**src/rtl/splt_pkg.sv**
```systemverilog
// Package: shared constants and types for the byte-count command splitter.
// Assumes an 18-bit command entry whose field positions are fixed by the
// downstream command queue that decodes them.
package splt_pkg;
    localparam int CMD_W      = 18;  // entry width
    localparam int IMM_W      = 8;   // immediate / exponent field width
    localparam int DATA_BIT   = 8;   // entry carries data
    localparam int EXP_BIT    = 9;   // field is an exponent
    localparam int TMPL_LSB   = 10;  // template field low bit
    localparam int TMPL_W     = 6;   // template field width
    localparam int TX_BIT     = 16;  // transmit direction
    localparam int RX_BIT     = 17;  // receive direction
    localparam int RX_ALIGN   = 4;   // receive immediate rounding granule

    typedef enum logic [1:0] {
        ST_IDLE = 2'd0,
        ST_SCAN = 2'd1,
        ST_EMIT = 2'd2,
        ST_DONE = 2'd3
    } splt_state_e;
endpackage

```
**src/rtl/splt_bit_scan.sv**
```systemverilog
// Module: evaluates one candidate bit of the remaining count per call.
// Reports whether any bit at or above the immediate range is still set,
// whether the candidate bit is set, and the count with that bit removed.
// Assumes ptr never points above COUNT_W-1 while above_imm is high.
module splt_bit_scan
    import splt_pkg::*;
#(
    parameter int COUNT_W = 24,
    parameter int PTR_W   = $clog2(COUNT_W)
) (
    input  logic [COUNT_W-1:0] rem,
    input  logic [PTR_W-1:0]   ptr,
    output logic               above_imm,
    output logic               hit,
    output logic [COUNT_W-1:0] rem_next
);
    // Purpose: classify the remaining count and clear the candidate bit.
    always_comb begin
        above_imm = |rem[COUNT_W-1:IMM_W];
        hit       = rem[ptr];
        rem_next  = rem & ~(COUNT_W'(1) << ptr);
    end
endmodule

```
**src/rtl/splt_entry_fmt.sv**
```systemverilog
// Module: builds one command entry and its byte count from the chosen
// chunk kind. Chunk entries carry the bit position; the final entry carries
// the immediate count, padded to RX_ALIGN bytes in receive mode.
// Assumes exp_pos < COUNT_W whenever is_exp is high.
module splt_entry_fmt
    import splt_pkg::*;
#(
    parameter int COUNT_W = 24,
    parameter int PTR_W   = $clog2(COUNT_W)
) (
    input  logic               is_exp,
    input  logic [PTR_W-1:0]   exp_pos,
    input  logic [IMM_W-1:0]   imm_cnt,
    input  logic               dir_rx,
    input  logic [TMPL_W-1:0]  tmpl,
    output logic [CMD_W-1:0]   entry,
    output logic [COUNT_W-1:0] bytes
);
    localparam logic [IMM_W:0] ALIGN_M1 = (IMM_W+1)'(RX_ALIGN - 1);

    logic [IMM_W:0] imm_adj;

    // Purpose: pad the immediate count in receive mode.
    always_comb begin
        imm_adj = {1'b0, imm_cnt};
        if (dir_rx) begin
            imm_adj = ({1'b0, imm_cnt} + ALIGN_M1) & ~ALIGN_M1;
        end
    end

    // Purpose: assemble the entry fields and the byte count.
    always_comb begin
        entry                         = '0;
        entry[DATA_BIT]               = 1'b1;
        entry[TX_BIT]                 = ~dir_rx;
        entry[RX_BIT]                 = dir_rx;
        entry[TMPL_LSB +: TMPL_W]     = tmpl;
        if (is_exp) begin
            entry[EXP_BIT]            = 1'b1;
            entry[IMM_W-1:0]          = IMM_W'(exp_pos);
            bytes                     = COUNT_W'(1) << exp_pos;
        end else begin
            entry[IMM_W-1:0]          = imm_adj[IMM_W-1:0];
            bytes                     = COUNT_W'(imm_adj);
        end
    end
endmodule

```
**src/rtl/splt_ctrl.sv**
```systemverilog
// Module: sequencer for the splitter. Takes a request while idle, walks the
// candidate bit pointer one step per clock, registers each entry and holds
// it until the handshake, then pulses done for one cycle.
// Assumes the scan and formatter outputs are combinational from its state.
module splt_ctrl
    import splt_pkg::*;
#(
    parameter int COUNT_W = 24,
    parameter int PTR_W   = $clog2(COUNT_W)
) (
    input  logic               clk,
    input  logic               rst_n,
    input  logic               req_valid,
    input  logic [COUNT_W-1:0] req_count,
    input  logic               req_rx,
    input  logic [TMPL_W-1:0]  req_tmpl,
    input  logic               cmd_ready,
    input  logic               above_imm,
    input  logic               hit,
    input  logic [COUNT_W-1:0] rem_next,
    input  logic [CMD_W-1:0]   fmt_entry,
    input  logic [COUNT_W-1:0] fmt_bytes,
    output logic [COUNT_W-1:0] rem_q,
    output logic [PTR_W-1:0]   ptr_q,
    output logic               dir_q,
    output logic [TMPL_W-1:0]  tmpl_q,
    output logic               req_ready,
    output logic               cmd_valid,
    output logic [CMD_W-1:0]   cmd_entry,
    output logic [COUNT_W-1:0] cmd_bytes,
    output logic               done
);
    localparam logic [PTR_W-1:0] PTR_START = PTR_W'(IMM_W);

    splt_state_e state_q;
    logic        last_q;

    // Purpose: state, remaining count, pointer and entry registers.
    always_ff @(posedge clk) begin
        if (!rst_n) begin
            state_q   <= ST_IDLE;
            rem_q     <= '0;
            ptr_q     <= PTR_START;
            dir_q     <= 1'b0;
            tmpl_q    <= '0;
            cmd_entry <= '0;
            cmd_bytes <= '0;
            last_q    <= 1'b0;
        end else begin
            case (state_q)
                ST_IDLE: begin
                    if (req_valid) begin
                        rem_q   <= req_count;
                        ptr_q   <= PTR_START;
                        dir_q   <= req_rx;
                        tmpl_q  <= req_tmpl;
                        state_q <= (req_count == '0) ? ST_DONE : ST_SCAN;
                    end
                end
                ST_SCAN: begin
                    if (above_imm) begin
                        if (hit) begin
                            cmd_entry <= fmt_entry;
                            cmd_bytes <= fmt_bytes;
                            rem_q     <= rem_next;
                            last_q    <= (rem_next == '0);
                            state_q   <= ST_EMIT;
                        end else begin
                            ptr_q <= ptr_q + PTR_W'(1);
                        end
                    end else begin
                        cmd_entry <= fmt_entry;
                        cmd_bytes <= fmt_bytes;
                        rem_q     <= '0;
                        last_q    <= 1'b1;
                        state_q   <= ST_EMIT;
                    end
                end
                ST_EMIT: begin
                    if (cmd_ready) begin
                        ptr_q   <= ptr_q + PTR_W'(1);
                        state_q <= last_q ? ST_DONE : ST_SCAN;
                    end
                end
                default: begin
                    state_q <= ST_IDLE;
                end
            endcase
        end
    end

    // Purpose: decode the handshake and status outputs from the state.
    always_comb begin
        req_ready = (state_q == ST_IDLE);
        cmd_valid = (state_q == ST_EMIT);
        done      = (state_q == ST_DONE);
    end
endmodule

```
**src/rtl/splt_byte_cmd_splitter.sv**
```systemverilog
// Module: top of the byte-count command splitter. Connects the sequencer,
// the bit scanner and the entry formatter.
// Assumes COUNT_W > IMM_W and that the command queue decodes the fixed
// field positions of splt_pkg.
module splt_byte_cmd_splitter
    import splt_pkg::*;
#(
    parameter int COUNT_W = 24
) (
    input  logic               clk,
    input  logic               rst_n,
    input  logic               req_valid,
    output logic               req_ready,
    input  logic [COUNT_W-1:0] req_count,
    input  logic               req_rx,
    input  logic [TMPL_W-1:0]  req_tmpl,
    output logic               cmd_valid,
    input  logic               cmd_ready,
    output logic [CMD_W-1:0]   cmd_entry,
    output logic [COUNT_W-1:0] cmd_bytes,
    output logic               done
);
    localparam int PTR_W = $clog2(COUNT_W);

    logic [COUNT_W-1:0] rem_q;
    logic [COUNT_W-1:0] rem_next;
    logic [PTR_W-1:0]   ptr_q;
    logic               dir_q;
    logic [TMPL_W-1:0]  tmpl_q;
    logic               above_imm;
    logic               hit;
    logic [CMD_W-1:0]   fmt_entry;
    logic [COUNT_W-1:0] fmt_bytes;

    splt_bit_scan #(.COUNT_W(COUNT_W), .PTR_W(PTR_W)) u_scan (
        .rem       (rem_q),
        .ptr       (ptr_q),
        .above_imm (above_imm),
        .hit       (hit),
        .rem_next  (rem_next)
    );

    splt_entry_fmt #(.COUNT_W(COUNT_W), .PTR_W(PTR_W)) u_fmt (
        .is_exp  (above_imm),
        .exp_pos (ptr_q),
        .imm_cnt (rem_q[IMM_W-1:0]),
        .dir_rx  (dir_q),
        .tmpl    (tmpl_q),
        .entry   (fmt_entry),
        .bytes   (fmt_bytes)
    );

    splt_ctrl #(.COUNT_W(COUNT_W), .PTR_W(PTR_W)) u_ctrl (
        .clk       (clk),
        .rst_n     (rst_n),
        .req_valid (req_valid),
        .req_count (req_count),
        .req_rx    (req_rx),
        .req_tmpl  (req_tmpl),
        .cmd_ready (cmd_ready),
        .above_imm (above_imm),
        .hit       (hit),
        .rem_next  (rem_next),
        .fmt_entry (fmt_entry),
        .fmt_bytes (fmt_bytes),
        .rem_q     (rem_q),
        .ptr_q     (ptr_q),
        .dir_q     (dir_q),
        .tmpl_q    (tmpl_q),
        .req_ready (req_ready),
        .cmd_valid (cmd_valid),
        .cmd_entry (cmd_entry),
        .cmd_bytes (cmd_bytes),
        .done      (done)
    );
endmodule

```
**config.mk**
```make
export PLATFORM = sky130hd
export DESIGN_NAME = splt_byte_cmd_splitter
export DESIGN_NICKNAME = d
export VERILOG_FILES = /design/src/rtl/splt_pkg.sv /design/src/rtl/splt_bit_scan.sv /design/src/rtl/splt_entry_fmt.sv /design/src/rtl/splt_ctrl.sv /design/src/rtl/splt_byte_cmd_splitter.sv
export SDC_FILE = /design/constraint.sdc
export NUM_CORES = 1
export LEC_CHECK = 0
export ABC_AREA = 1
export BUFFER_PORTS_ARGS = -buffer_cell sky130_fd_sc_hd__clkbuf_2
export CAP_MARGIN = 5
export CORE_MARGIN = 5
export CORE_UTILIZATION = 57
export DETAILED_ROUTE_END_ITERATION = 8
export MAX_ROUTING_LAYER = met4
export PLACE_DENSITY = 0.92
export SLEW_MARGIN = 20
export SYNTH_ARGS = -nofsm -noshare
export SYNTH_HDL_FRONTEND = slang
export SYNTH_HIERARCHICAL = 1
export SYNTH_SLANG_ARGS = --single-unit
```
**constraint.sdc**
```tcl
create_clock -name clk -period 2.3 [get_ports clk]
set_input_delay 0.345 -clock clk [delete_from_list [all_inputs] [get_ports clk]]
set_output_delay 0.345 -clock clk [all_outputs]
set_load 0.005 [all_outputs]
```
# ---- Yosys cells after proc, flatten, opt, wreduce, memory -nomap -nowiden
# Index checks and enable logic that the tools add are counted.
dict set report word_totals {
  ff_bits 81
  inputBits 35
}
dict set report op_classes {
  add_sub_neg 2
  order_cmp 1
  eq_ne 9
  shift 1
  mux 28
  bitwise 3
  reduce_logical 11
}
# cell count
set op_table {}
lappend op_table {{two-way mux 24 bit} 6}
lappend op_table {{logical NOT 24 bit} 2}
lappend op_table {{one-hot mux 24 bit (2 select lines)} 1}
lappend op_table {{two-way mux 18 bit} 2}
lappend op_table {{AND 24 bit} 1}
lappend op_table {{NOT 24 bit} 1}
lappend op_table {{left shift 1 x 5 -> 24 bit (first input constant)} 1}
lappend op_table {{two-way mux 5 bit} 4}
lappend op_table {{OR reduction 16 bit} 1}
lappend op_table {{one-hot mux 5 bit (3 select lines)} 1}
lappend op_table {{two-way mux 2 bit} 6}
lappend op_table {{adder 8 x 2 -> 9 bit (second input constant)} 1}
lappend op_table {{two-way mux 9 bit} 1}
lappend op_table {{two-way mux 8 bit} 1}
lappend op_table {{less-than comparator 5 x 6 -> 1 bit (second input constant)} 1}
lappend op_table {{inequality test 2 bit (second input constant)} 3}
lappend op_table {{one-hot mux 2 bit (3 select lines)} 1}
lappend op_table {{AND reduction 3 bit} 2}
lappend op_table {{adder 5 x 1 -> 5 bit (second input constant)} 1}
lappend op_table {{binary-select mux 1 bit (select 5 bit)} 1}
lappend op_table {{AND reduction 5 bit} 1}
lappend op_table {{== test 2 bit (second input constant)} 2}
lappend op_table {{two-way mux 1 bit} 4}
lappend op_table {{inequality test 2 x 1 -> 1 bit (second input constant)} 2}
lappend op_table {{7 further kinds} 8}

# ---- Logic depth before layout (Yosys ltp)
# Gate-level depths: netlist of the first run.
dict set report logic_depth {
  ltp_word 6
  mapped_depth 18
  ltp_nobuf 18
}

# ---- Hierarchy
# Netlist of the first run, hierarchy kept.
# mod n_inst cells_each area_per_inst_um2 seq_area_each_um2
set modules_own_cells {}
lappend modules_own_cells {splt_ctrl 1 489 3547.2 1621.6}
lappend modules_own_cells {splt_bit_scan 1 130 595.6 0.0}
lappend modules_own_cells {splt_entry_fmt 1 106 559.3 0.0}

# ---- Least setup slack after synthesis of the first run
# Ideal clock, no wire load.
dict set report synth_path {
  path_kind {register to register}
  startpoint {register u_ctrl.ptr_q[1]}
  endpoint {register u_ctrl.ptr_q[3]}
  setup_time_ns 0.118
  t_arrival_ns 2.017
  required_ns 2.182
  path_slack_ns 0.165
  path_stages_with_launch 17
  path_buffers 1
  path_cell_list {dfxtp_1 -> buf_4 -> inv_2 -> nor2_2 -> nand2_1 -> o2111ai_1 -> nand3_1 -> nand2_1 -> inv_1 -> nand2_1 -> nand2_2 -> inv_2 -> nor2_2 -> nand2_2 -> nor2_2 -> xnor2_1 -> nand2_1}
}
dict set report synth_via {
  elab_chain_cells 4
  word_cells_on_any_way 9
}
# item line
set synth_lines {}
lappend synth_lines {{start: declaration} splt_ctrl.sv:24} ;# output logic [PTR_W-1:0] ptr_q,
lappend synth_lines {{start signal: assignment} splt_ctrl.sv:69} ;# ptr_q <= ptr_q + PTR_W'(1);
lappend synth_lines {{start signal: assignment} splt_ctrl.sv:81} ;# ptr_q <= ptr_q + PTR_W'(1);
lappend synth_lines {{binary-select mux 1 bit (select 5 bit)} splt_bit_scan.sv:20} ;# hit = rem[ptr];
lappend synth_lines {{two-way mux 1 bit (implied by the code)} splt_bit_scan.sv:20}
lappend synth_lines {{via hit} splt_byte_cmd_splitter.sv:31} ;# logic hit;
lappend synth_lines {{inequality test 2 bit (no source line)} --}
lappend synth_lines {{AND reduction 5 bit (no source line)} --}
# The timed path passes the listed nets, and every way through them passes these cells. The select of a mux whose other input is x is not followed.
# A chain may end at the register's enable or synchronous reset.

# ---- Final worst setup path of the first run
dict set report layout_path {
  startpoint {register u_ctrl.ptr_q[1]}
  endpoint {register u_ctrl.rem_q[8]}
}
dict set report layout_via {
  word_cells_on_any_way 10
}
# item line
set layout_lines {}
lappend layout_lines {{binary-select mux 1 bit (select 5 bit)} splt_bit_scan.sv:20}
lappend layout_lines {{two-way mux 1 bit (implied by the code)} splt_bit_scan.sv:20}
lappend layout_lines {{via hit} splt_byte_cmd_splitter.sv:31}
lappend layout_lines {{inequality test 3 bit (no source line)} --}
lappend layout_lines {{AND reduction 3 bit (no source line)} --}
lappend layout_lines {{end signal: assignment} splt_ctrl.sv:53} ;# rem_q <= req_count;
lappend layout_lines {{end signal: assignment} splt_ctrl.sv:65} ;# rem_q <= rem_next;
lappend layout_lines {{end: declaration} splt_ctrl.sv:23} ;# output logic [COUNT_W-1:0] rem_q,
# The timed path passes the listed nets, and every way through them passes these cells. The select of a mux whose other input is x is not followed.

==> summary.txt, run 1 <==
YOSYS
---------------------------------------------------------------------------------------
Library cell occupying the most area in the post-synthesis netlist         sky130_fd_sc_hd__dfxtp_1
Mapped cell area                                                             4700 sq um
Number of synthesized flops with an enable pin                                        0
Most instantiated flip-flop cell in the synthesis netlist                  sky130_fd_sc_hd__dfxtp_1
Synthesized netlist cell count                                                      725
Proportion of synthesized flip-flops having asynchronous set or reset                 0
Post-synthesis area per instance                                             6.49 sq um
Portion of synthesized cell area occupied by the leading cell type                0.345
Number of synthesized register bits                                                  81
Top cells by area in the synthesized netlist                               sky130_fd_sc_hd__dfxtp_1, sky130_fd_sc_hd__nor2_1, sky130_fd_sc_hd__o21ai_0
Synth Warn #                                                                          6
Count of unique library cells instantiated by Yosys                                  36
Post-Synthesis Net Count                                                            765
Sequential area share after synthesis                                             0.345

STA
---------------------------------------------------------------------------------------
Minimum clock period after layout                                               2160 ps
Worst slew margin relative to its limit                                           0.590
Worst setup slack after layout                                                   141 ps
Highest clock rate                                                              463 MHz
Final worst-path cycle share                                                      0.939
Worst-margin pin slew                                                            616 ps
Count of final max-slew check failures                                                0
Final Hold Violating Endpoints                                                        0
Worst setup skew after layout                                                   10.3 ps
RSZ-0062 raised after global routing                                              false
Setup violations, final                                                               0
Accumulated negative setup slack                                                   0 ps

STATUS
---------------------------------------------------------------------------------------
Run status                                                                    completed

PLACEMENT
---------------------------------------------------------------------------------------
Dpl ws                                                                           106 ps
Weighted congestion at the end of routability-driven global placement             0.987
Number of buffers inserted by port buffering                                         79
Dpl hpwl                                                                        8900 um

ROUTE
---------------------------------------------------------------------------------------
Met3 layer wire length in the routed design                                     1020 um
Number of detailed-routing iterations run before antenna repair                       8
Wirelength per Cell                                                             13.7 um
Number of violations reported at the end of detailed-routing iteration 0            525
Uppermost layer routed                                                             met4
Detailed-route vias per instance                                                   5.54
Post-route antenna net violation count                                                0
Routed metal-1 wirelength                                                       5160 um
Routed length on met2                                                           5870 um
DRC violation count after routing                                                     0
Routed wire length                                                             12400 um
Via count of the routed design                                                     5029

FLOORPLANNING
---------------------------------------------------------------------------------------
Chip Height                                                                      101 um
I/O pins                                                                             80
Initial standard-cell utilization of the core                                     0.578
Chip width                                                                       101 um
Core Area                                                                    8130 sq um
Number of placement rows                                                             33
Total die area                                                              10200 sq um

MIN PATH
---------------------------------------------------------------------------------------
Path class of the lowest-slack min-delay path                              primary input to flop
Depth of the worst hold-timing path                                                   3

GRT
---------------------------------------------------------------------------------------
Aggregate global-route resource usage                                             0.255
Number of global-route vias before repair                                          4663
Maximum number of pins on one net before global-route repair                         77
Number of antenna violations at the first check in global routing                     0
Total congestion overflow                                                             0
Global-route wire length before repair                                         20700 um

LAYOUT
---------------------------------------------------------------------------------------
Most frequent cells in the layout                                          sky130_fd_sc_hd__nor2_1, sky130_fd_sc_hd__inv_1, sky130_fd_sc_hd__nand2_1, sky130_fd_sc_hd__clkbuf_2, sky130_fd_sc_hd__dfxtp_1
Number of nets in the finished design                                               838
Most common cell after layout, fill and taps aside                         sky130_fd_sc_hd__nor2_1
Area growth from synthesis to layout                                              15.3%
Share of layout cells above drive strength 1                                      0.216
Number of antenna repair diodes                                                       0

CRITICAL PATH
---------------------------------------------------------------------------------------
Worst Reg2Reg Path Length in Cells                                                   12
Crit path DAT                                                                   2400 ps
Biggest fanout along the worst timing path                                            9
Endpoint required time on the critical path                                     2540 ps
Kind of start point of the critical path                                           flop
Crit path kind                                                             flop to flop
Kind of capture point of the worst setup path                                      flop

CLOCKING
---------------------------------------------------------------------------------------
CTS tree                                                                          built
Clock latency reported for the late side of the worst-skew pair                  360 ps
Max Buffers Root-to-Sink                                                              2
Cts bufs inserted                                                                     9
Buffer cell driving the clock tree root                                    sky130_fd_sc_hd__clkbuf_8
Sink Count                                                                           81
Clock H-tree levels                                                                   3
Clock transition at path regs                                                     80 ps
Hold Buf Count CTS                                                                    0

PWR
---------------------------------------------------------------------------------------
Leak                                                                            2.56 nW
Worst vdd ir                                                                   0.966 mV
Sequential group share of total power                                             0.324
Total power divided by cell area                                           1300 nW/um^2
Internal power consumption                                                      3.84 mW
P_sw                                                                            3.20 mW
Logic gate share of total power                                                   0.514
Switching share of power                                                          0.454
Clock group share of total power                                                  0.162

JOB
---------------------------------------------------------------------------------------
Max capacitance violation total                                                       0

power by group through the flow:
stage | Sequential, mW | Clock, mW | Combinational [mW]
2_1_floorplan | 2.26 | 0 | 2.59
4_1_cts | 2.26 | 1.16 | 3.49
3_5_place_dp | 2.28 | 0 | 3.37
5_1_grt | 2.33 | 1.22 | 4.04
6_report | 2.28 | 1.14 | 3.62
3_3_place_gp | 2.27 | 0 | 3.30
per-layer routing:
metal,vias to the layer above,global-route usage
met5,-,-
met2,249,0.416
met4,0,0.0912
met3,45,0.0533
li1,2475,-
met1,2260,0.312
logic make-up (layout without fill, tap and decap cells):
| logic type | count (synthesis) | count (layout) | synth area share |
|---|---|---|---|
| DFF | 81 | 81 | 0.345 |
| buffers and inverters | 143 | 220 | 0.137 |
| AOI/OAI and AO/OA | 147 | 147 | 0.171 |
| adders and majority gates | 5 | 5 | 0.0133 |
| and+or+nand+nor | 344 | 344 | 0.326 |
| xor gates and xnor gates | 4 | 4 | 0.00745 |
| other | 1 | 1 | 0.000798 |
critical path, stage by stage (launching register included):
cell and delay, ps:
sky130_fd_sc_hd__dfxtp_4 430, sky130_fd_sc_hd__buf_4 220, sky130_fd_sc_hd__nand2_1 100, sky130_fd_sc_hd__nand3_1 100, sky130_fd_sc_hd__nand3_1 80, sky130_fd_sc_hd__nand2_1 90
sky130_fd_sc_hd__nand2_1 60, sky130_fd_sc_hd__nand2_1 60, sky130_fd_sc_hd__inv_1 80, sky130_fd_sc_hd__a31oi_4 250, sky130_fd_sc_hd__o21ai_4 150, sky130_fd_sc_hd__o21ai_0 340
sky130_fd_sc_hd__nor2_1 90
layout make-up:
type	instances	area, sq um
Clock buffer	9	124
Clock inverter	6	92.6
Sequential cell	81	1630
Tap cell	105	131
Inverter	99	379
Multi-Input combinational cell	501	2450
Fill cell	707	2710
Timing Repair Buffer	106	618
per-stage QoR:
step                      hold WS [ps]  total power [mW]  instance area [sq um]  utilization  std cells
after floorplan                    456              4.84                   4700            -        725
after global placement             456              5.57                   5130        0.631        886
after detailed placement           469              5.65                   5130        0.631        886
after CTS                          227              6.90                   5380        0.661        904
after global routing               252              7.59                   5420        0.667        907
final                              243              7.03                   5420        0.667        907
state kept, by name, summed over array words and instances (netlist names):
signal,count
u_ctrl/cmd_bytes,24
u_ctrl/rem_q,24
u_ctrl/cmd_entry,18
u_ctrl/tmpl_q,6
u_ctrl/ptr_q,5
u_ctrl/state_q,2
u_ctrl/dir_q,1
u_ctrl/last_q,1
repair_timing:
item / in CTS / in global routing
resized for setup: 2 / 7
setup endpoints to repair: 2 / 20
pin swaps: 0 / 1
setup buffers: 3 / 3
synthesized netlist by cell type (3+ instances only):
library cell,number
sky130_fd_sc_hd__buf_2,12
sky130_fd_sc_hd__o21ai_1,30
sky130_fd_sc_hd__nand2_2,4
sky130_fd_sc_hd__nor2_1,170
sky130_fd_sc_hd__o22ai_1,17
sky130_fd_sc_hd__clkbuf_1,14
sky130_fd_sc_hd__nand3_2,3
sky130_fd_sc_hd__buf_4,15
sky130_fd_sc_hd__nand4_1,12
sky130_fd_sc_hd__nor4_1,6
sky130_fd_sc_hd__nor3_1,3
sky130_fd_sc_hd__nand3_1,39
sky130_fd_sc_hd__o21ai_0,77
sky130_fd_sc_hd__nor2_4,3
sky130_fd_sc_hd__a31oi_1,8
sky130_fd_sc_hd__inv_1,86
sky130_fd_sc_hd__nor4_2,4
sky130_fd_sc_hd__ha_1,5
sky130_fd_sc_hd__dfxtp_1,81
sky130_fd_sc_hd__nor2_2,17
sky130_fd_sc_hd__inv_2,11
sky130_fd_sc_hd__a21oi_1,11
sky130_fd_sc_hd__nand2_1,80
final timing paths:
kind,start,slack (ps),end
hold reg to reg,u_ctrl/cmd_bytes[11],480,u_ctrl/cmd_bytes[11]
hold / removal,req_tmpl[0],240,u_ctrl/tmpl_q[0]
setup / recovery,u_ctrl/ptr_q[1],140,u_ctrl/rem_q[8]
setup reg to reg,u_ctrl/ptr_q[1],140,u_ctrl/rem_q[8]
(Power assumes the default switching activity.)
==> run 2, diff against run 1 <==
- CORE_UTILIZATION: 57 -> 56
- PLACE_DENSITY: 0.92 -> 0.91
- SYNTH_HIERARCHICAL: 1 -> unset
==> run 2 against run 1 <==
Compared with the run above: wire length grew 12%; die area is 2.1% lower; register-to-register slack about the same; cell count fell by 2.6%.
==> summary.txt, run 2 <==
FLOORPLANNING
---------------------------------------------------------------------------------------
Chip Height                                                                     99.8 um   -1.0%
Initial standard-cell utilization of the core                                     0.578   about the same
I/O pins                                                                             80   unchanged
Number of placement rows                                                             32   -3.0%
Chip width                                                                      99.8 um   -1.0%
Core Area                                                                    7810 sq um   -4.0%
Total die area                                                               9960 sq um   -2.1%

YOSYS
---------------------------------------------------------------------------------------
Top cells by area in the synthesized netlist                               sky130_fd_sc_hd__dfxtp_1, sky130_fd_sc_hd__nand2_1, sky130_fd_sc_hd__nor2_1
Number of synthesized flops with an enable pin                                        0   unchanged
Portion of synthesized cell area occupied by the leading cell type                0.359   +0.0143
Number of synthesized register bits                                                  81   unchanged
Proportion of synthesized flip-flops having asynchronous set or reset                 0   unchanged
Synth Warn #                                                                          0   -6
Post-Synthesis Net Count                                                            743   -2.9%
Most frequent cells after synthesis                                        sky130_fd_sc_hd__nand2_1, sky130_fd_sc_hd__nor2_1, sky130_fd_sc_hd__dfxtp_1
Mapped cell area                                                             4510 sq um   -4.0%
Sequential area share after synthesis                                             0.359   +0.0143
Count of unique library cells instantiated by Yosys                                  33   -8.3%
Most frequent cell after synthesis                                         sky130_fd_sc_hd__nand2_1
Most instantiated flip-flop cell in the synthesis netlist                  sky130_fd_sc_hd__dfxtp_1
Library cell occupying the most area in the post-synthesis netlist         sky130_fd_sc_hd__dfxtp_1
Post-synthesis area per instance                                             6.47 sq um   -0.28%
Synthesized netlist cell count                                                      698   -3.7%

LAYOUT
---------------------------------------------------------------------------------------
Post-layout util                                                                  0.669   +0.00208
Top flop regs                                                              u_ctrl.cmd_bytes: 24 flops, u_ctrl.rem_q: 24 flops, u_ctrl.cmd_entry: 18 flops
Number of nets in the finished design                                               821   -2.0%
Most frequent cells in the layout                                          sky130_fd_sc_hd__nand2_1, sky130_fd_sc_hd__nor2_1, sky130_fd_sc_hd__dfxtp_1, sky130_fd_sc_hd__clkbuf_2, sky130_fd_sc_hd__o21ai_0
Share of layout cells above drive strength 1                                      0.177   -0.0390
Number of antenna repair diodes                                                       0   unchanged
Final std cell area, no fill                                                 5220 sq um   -3.7%
Count of placed standard cells in the final layout, fillers left out                883   -2.6%
Area growth from synthesis to layout                                              15.7%
Most common cell after layout, fill and taps aside                         sky130_fd_sc_hd__nand2_1

CRITICAL PATH
---------------------------------------------------------------------------------------
Reg-to-Reg End                                                             u_ctrl.last_q
Crit path DAT                                                                   2460 ps   +60 ps
Slowest cell on the critical path                                          sky130_fd_sc_hd__dfxtp_1
Kind of capture point of the worst setup path                                      flop
Worst Reg2Reg Path Length in Cells                                                   12   unchanged
Endpoint required time on the critical path                                     2590 ps   +50 ps
Top cell by count, worst path                                              sky130_fd_sc_hd__nand2_1
Biggest fanout along the worst timing path                                            7   -2
Worst setup slack for register-to-register paths                                 140 ps   about the same
Cells along the critical path                                              ha_1, ha_1, inv_1, o21ai_0, nand2_1, inv_1, nand4_1, nor2_1, nand2_1, nand2_1, nand2_1, a21oi_1
Launch instance of the worst register-to-register path                     u_ctrl.ptr_q[1]
Crit path kind                                                             flop to flop
Slowest cell delay on critical path                                              510 ps   +80 ps
Kind of start point of the critical path                                           flop

ROUTE
---------------------------------------------------------------------------------------
Uppermost layer routed                                                             met4
Detailed-route vias per instance                                                   5.65   +1.9%
DRC violation count after routing                                                     0   unchanged
Met3 layer wire length in the routed design                                     1700 um   +67%
Post-route antenna net violation count                                                0   unchanged
Wirelength per Cell                                                             15.8 um   +15%
Number of detailed-routing iterations run before antenna repair                       6   -2
Routed wire length                                                             13900 um   +12%
Number of violations reported at the end of detailed-routing iteration 0            464   -12%
Routed metal-1 wirelength                                                       5770 um   +12%
Via count of the routed design                                                     4991   -0.76%
Routed length on met2                                                           6060 um   +3.3%

STA
---------------------------------------------------------------------------------------
Worst hold slack                                                                 231 ps   -11.9 ps
Final worst-path cycle share                                                      0.941   +0.00243
Setup violations, final                                                               0   unchanged
Worst setup skew after layout                                                   11.5 ps   +1.22 ps
Final Hold Violating Endpoints                                                        0   unchanged
Worst slew margin relative to its limit                                           0.630   +0.0406
Worst setup slack after layout                                                   135 ps   -5.60 ps
Accumulated negative setup slack                                                   0 ps   unchanged
Highest clock rate                                                              462 MHz   -0.26%
RSZ-0062 raised after global routing                                               true
Minimum clock period after layout                                               2160 ps   +5.60 ps
Worst-margin pin slew                                                            555 ps   -60.8 ps
Count of final max-slew check failures                                                0   unchanged

CLOCKING
---------------------------------------------------------------------------------------
Sink Count                                                                           81   unchanged
Max Buffers Root-to-Sink                                                              2   unchanged
Buffer cell driving the clock tree root                                    sky130_fd_sc_hd__clkbuf_8
Clock latency reported for the late side of the worst-skew pair                  360 ps   about the same
Clock H-tree levels                                                                   3   unchanged
Cts bufs inserted                                                                     9   unchanged
Clock transition at path regs                                                     90 ps   about the same
Hold Buf Count CTS                                                                    0   unchanged
CTS tree                                                                          built

MIN PATH
---------------------------------------------------------------------------------------
Path class of the lowest-slack min-delay path                              primary input to flop
Depth of the worst hold-timing path                                                   3   unchanged
Hold Crit Endpoint                                                         u_ctrl.tmpl_q[2]
Startpoint of the lowest-slack hold path                                    req_tmpl[2]

GRT
---------------------------------------------------------------------------------------
Global-route wire length before repair                                         22400 um   +8.3%
Number of antenna violations at the first check in global routing                     0   unchanged
Number of global-route vias before repair                                          4589   -1.6%
Aggregate global-route resource usage                                             0.288   +0.0332
Total congestion overflow                                                             0   unchanged
Maximum number of pins on one net before global-route repair                         43   -44%

PLACEMENT
---------------------------------------------------------------------------------------
Number of buffers inserted by port buffering                                         79   unchanged
Number of cells in the design after placement                                       863   -2.6%
Dpl ws                                                                           159 ps   +53.5 ps
Weighted congestion at the end of routability-driven global placement              1.09   +10%
Dpl hpwl                                                                       10400 um   +17%
Placed inst area                                                             4980 sq um   -2.9%

PWR
---------------------------------------------------------------------------------------
Worst vdd ir                                                                    1.18 mV   +22%
Total power divided by cell area                                           1480 nW/um^2   +14%
Tot Pwr                                                                         7.75 mW   +10%
Leak                                                                            2.42 nW   -5.5%

STATUS
---------------------------------------------------------------------------------------
Run status                                                                    completed

JOB
---------------------------------------------------------------------------------------
Max capacitance violation total                                                       0   unchanged

-- run 2: cell count changes in the layout (fill, tap and decap cells not counted), sizes merged, moves of 8 or more --
cell   before  now
nand2      85  181
o21ai     109   68
inv       100   58
a31oi       9    1
a21oi      11   44
o22ai      17    0
nand3      42   59
nor2      190  135
-- run 2: cells by family (layout without fill, tap and decap cells) --
| group | Yosys count | in the layout | share of synthesized area |
|---|---|---|---|
| adder cells (fa/ha/maj) | 10 | 10 | 0.0277 |
| buffers and inverters | 90 | 172 | 0.0937 |
| AND/OR/NAND/NOR | 398 | 399 | 0.383 |
| flip-flops | 81 | 81 | 0.359 |
| AO/OA/AOI/OAI | 119 | 119 | 0.136 |
-- run 2: worst max path at each step --
stage               cells past startpoint  slack [ps]                to               from
floorplan                               8         480  u_ctrl.rem_q[10]  u_ctrl.state_q[0]
global placement                       13         200   u_ctrl.rem_q[1]    u_ctrl.ptr_q[0]
detailed placement                     13         160  u_ctrl.rem_q[23]    u_ctrl.ptr_q[0]
CTS                                    13         120  u_ctrl.rem_q[23]    u_ctrl.ptr_q[0]
global route                           12         -40     u_ctrl.last_q    u_ctrl.ptr_q[1]
finish                                 12         140     u_ctrl.last_q    u_ctrl.ptr_q[1]
-- run 2: final cells by class --
cell class	count	area, sq um
fill	739	2590
inverter	57	216
multi-input combinational	528	2490
timing repair buffer	99	571
sequential	81	1620
tap	102	128
clock buffer	12	155
clock inverter	4	33.8
-- run 2: routing by layer --
layer / vias to the layer above / global-route usage
met4: 0 / 0.114
met5: - / -
met2: 312 / 0.429
met1: 2224 / 0.376
met3: 46 / 0.0723
li1: 2409 / -
-- run 2: repair_timing --
| action | CTS | global route |
|---|---|---|
| resized for setup | 0 | 8 |
| endpoints found under the setup margin | 0 | 30 |
| buffers inserted | 0 | 3 |
-- run 2: power breakdown --
| part | internal, mW | total [mW] | switching (mW) |
|---|---|---|---|
| clock | 0.461 | 1.00 | 0.543 |
| combinational | 1.54 | 4.30 | 2.77 |
| sequential | 1.97 | 2.44 | 0.468 |
-- run 2: critical path, delay by kind of cell (launching register included) --
family | cells | cell delay, ps
adder cells (fa/ha/maj) | 2 | 470
flip-flops | 1 | 510
buffers and inverters | 2 | 140
AO/OA/AOI/OAI | 2 | 490
AND/OR/NAND/NOR | 6 | 470
==> run 3, diff against run 2 <==
- CORE_UTILIZATION: 56 -> 58
- CTS_BUF_LIST: unset -> sky130_fd_sc_hd__clkbuf_8
- PLACE_DENSITY: 0.91 -> 0.93
- SLEW_MARGIN: 20 -> 40
==> run 3 against run 2 <==
Compared with the run above: final area decreased by 0.24%; critical path depth shrank 3; non-clock buffer count grew 3; clock skew shrank 1.1 ps; critical path type unchanged; critical endpoint is now u_ctrl.rem_q[10]; largest cell class unchanged; largest power group unchanged.
==> summary.txt, run 3 (synthesis results as in run 2) <==
FLOORPLANNING
---------------------------------------------------------------------------------------
Core Area                                                                    7650 sq um   -2.1%
Initial standard-cell utilization of the core                                     0.590   +0.0121
Number of placement rows                                                             32   unchanged
I/O pins                                                                             80   unchanged
Chip Height                                                                     98.2 um   -1.6%
Total die area                                                               9650 sq um   -3.1%
Chip width                                                                      98.2 um   -1.6%

PLACEMENT
---------------------------------------------------------------------------------------
Number of buffers inserted by port buffering                                         79   unchanged
Number of cells in the design after placement                                       869   +0.70%
Weighted congestion at the end of routability-driven global placement              1.09   +0.19%
Dpl hpwl                                                                       10300 um   -0.91%

CRITICAL PATH
---------------------------------------------------------------------------------------
Reg-to-Reg End                                                             u_ctrl.rem_q[10]
Endpoint required time on the critical path                                     2550 ps   -40 ps
Worst setup slack for register-to-register paths                                 170 ps   +30 ps
Cells along the critical path                                              nor2_1, nand3_1, nor2_1, nand2_1, nand2_1, nand3b_4, buf_4, nand3_1, a21oi_1
Launch instance of the worst register-to-register path                     u_ctrl.rem_q[19]
Slowest cell delay on critical path                                              440 ps   -70 ps
Crit path kind                                                             flop to flop
Crit path DAT                                                                   2380 ps   -80 ps
Worst Reg2Reg Path Length in Cells                                                    9   -3
Kind of start point of the critical path                                           flop
Slowest cell on the critical path                                          sky130_fd_sc_hd__dfxtp_1
Biggest fanout along the worst timing path                                           21   +14
Kind of capture point of the worst setup path                                      flop

ROUTE
---------------------------------------------------------------------------------------
Wirelength per Cell                                                             15.6 um   -1.3%
Number of violations reported at the end of detailed-routing iteration 0            494   +6.5%
Routed wire length                                                             13800 um   -1.1%
Detailed-route vias per instance                                                   5.65   -0.11%
Via count of the routed design                                                     4997   +0.12%
DRC violation count after routing                                                     0   unchanged
Post-route antenna net violation count                                                0   unchanged
Number of detailed-routing iterations run before antenna repair                       8   +2

CLOCKING
---------------------------------------------------------------------------------------
Buffer cell driving the clock tree root                                    sky130_fd_sc_hd__clkbuf_8
Cts bufs inserted                                                                     9   unchanged
CTS tree                                                                          built
Clock H-tree levels                                                                   3   unchanged
Sink Count                                                                           81   unchanged
Hold Buf Count CTS                                                                    0   unchanged
Clock latency reported for the late side of the worst-skew pair                  370 ps   about the same
Clock transition at path regs                                                    100 ps   about the same
Max Buffers Root-to-Sink                                                              2   unchanged

GRT
---------------------------------------------------------------------------------------
Total congestion overflow                                                             0   unchanged
Number of global-route vias before repair                                          4705   +2.5%
Number of antenna violations at the first check in global routing                     0   unchanged
Aggregate global-route resource usage                                             0.293   +0.00453
Maximum number of pins on one net before global-route repair                         36   -16%
Global-route wire length before repair                                         22600 um   +0.68%

STA
---------------------------------------------------------------------------------------
Worst slew margin relative to its limit                                           0.720   +0.0902
Count of final max-slew check failures                                                0   unchanged
Final worst-path cycle share                                                      0.927   -0.0141
Worst-margin pin slew                                                            418 ps   -136 ps
Worst setup skew after layout                                                   10.4 ps   -1.05 ps
Highest clock rate                                                              469 MHz   +1.5%
Setup violations, final                                                               0   unchanged
Final Hold Violating Endpoints                                                        0   unchanged
RSZ-0062 raised after global routing                                              false
Minimum clock period after layout                                               2130 ps   -32.5 ps
Accumulated negative setup slack                                                   0 ps   unchanged

LAYOUT
---------------------------------------------------------------------------------------
Number of nets in the finished design                                               823   +0.24%
Top flop regs                                                              u_ctrl.cmd_bytes: 24 flops, u_ctrl.rem_q: 24 flops, u_ctrl.cmd_entry: 18 flops
Area growth from synthesis to layout                                              15.4%
Share of layout cells above drive strength 1                                      0.179   +0.00210
Count of placed standard cells in the final layout, fillers left out                885   +0.23%
Most common cell after layout, fill and taps aside                         sky130_fd_sc_hd__nand2_1
Most frequent cells in the layout                                          sky130_fd_sc_hd__nand2_1, sky130_fd_sc_hd__nor2_1, sky130_fd_sc_hd__dfxtp_1, sky130_fd_sc_hd__clkbuf_2, sky130_fd_sc_hd__o21ai_0
Number of antenna repair diodes                                                       0   unchanged
Fill cell instance count of the final layout                                        701   -5.1%
Multi-input logic area                                                       2480 sq um   -0.65%
Sequential cell area in the final layout                                     1620 sq um   unchanged

PWR
---------------------------------------------------------------------------------------
Leak                                                                            2.42 nW   +0.12%
Worst vdd ir                                                                    1.16 mV   -1.5%
Total power divided by cell area                                           1470 nW/um^2   -0.80%

MIN PATH
---------------------------------------------------------------------------------------
Startpoint of the lowest-slack hold path                                    req_tmpl[0]
Hold Crit Endpoint                                                         u_ctrl.tmpl_q[0]
Depth of the worst hold-timing path                                                   3   unchanged
Path class of the lowest-slack min-delay path                              primary input to flop

JOB
---------------------------------------------------------------------------------------
Max capacitance violation total                                                       0   unchanged

STATUS
---------------------------------------------------------------------------------------
Run status                                                                    completed

[run 3: cell count changes in the layout (fill, tap and decap cells not counted), sizes merged]
| cell | delta |
|---|---|
| buf | +3 |
| inv | +3 |
| clkbuf | -3 |
| nand2 | -1 |
[run 3: layer usage]
metal / GRT usage / vias to the layer above / wire, um
li1: - / 2415 / -
met1: 0.389 / 2269 / 5960
met2: 0.447 / 279 / 6190
met3: 0.0721 / 34 / 1360
met4: 0.0798 / 0 / 266
met5: - / - / 0
[run 3: repair_timing]
item,in CTS,in global routing
setup buffers,0,0
endpoints found under the setup margin,0,40
resized for setup,0,3
[run 3: power by group]
group / leakage [nW] / switching [mW] / internal, mW
logic: 1.67 / 2.73 / 1.50
registers: 0.662 / 0.459 / 1.97
clock network: 0.0929 / 0.598 / 0.413
total: 2.42 / 3.79 / 3.88
[run 3: how the worst max path moves through the flow]
| stage | start | endpoint | slack [ps] | cells after the start |
|---|---|---|---|---|
| after CTS | u_ctrl.ptr_q[0] | u_ctrl.rem_q[20] | 130 | 14 |
| after floorplan | u_ctrl.state_q[0] | u_ctrl.rem_q[10] | 480 | 8 |
| after global routing | u_ctrl.rem_q[19] | u_ctrl.rem_q[20] | 30 | 9 |
| after detailed placement | u_ctrl.ptr_q[0] | u_ctrl.rem_q[20] | 140 | 14 |
| final | u_ctrl.rem_q[19] | u_ctrl.rem_q[10] | 170 | 9 |
| after global placement | u_ctrl.ptr_q[0] | u_ctrl.cmd_bytes[6] | 180 | 16 |
[run 3: per-stage QoR]
| step | area, sq um | total power, mW | setup WS, ps | hold slack (ps) | utilization |
|---|---|---|---|---|---|
| finish | 5210 | 7.67 | 168 | 226 | 0.681 |
| global route | 5210 | 8.27 | 33.3 | 249 | 0.681 |
| CTS | 5200 | 7.54 | 132 | 227 | 0.679 |
| detailed placement | 5010 | 6.53 | 142 | 455 | 0.656 |
| global placement | 5010 | 6.45 | 184 | 442 | 0.656 |
| floorplan | 4510 | 5.30 | 482 | 439 | - |
[run 3: final cells by class]
class | instances | area share
Clock buffer | 9 | 0.0238
Timing Repair Buffer | 102 | 0.111
Inverter | 57 | 0.0416
Sequential cell | 81 | 0.312
Clock inverter | 7 | 0.0113
Multi-Input combinational cell | 527 | 0.476
Tap cell | 102 | 0.0245
[run 3: critical path: cells and delay by family, from the launching register on]
kind / cells / cell delay (ps)
AO/OA/AOI/OAI: 1 / 80
buffers and inverters: 1 / 290
AND/OR/NAND/NOR: 7 / 1190
flip-flops: 1 / 440
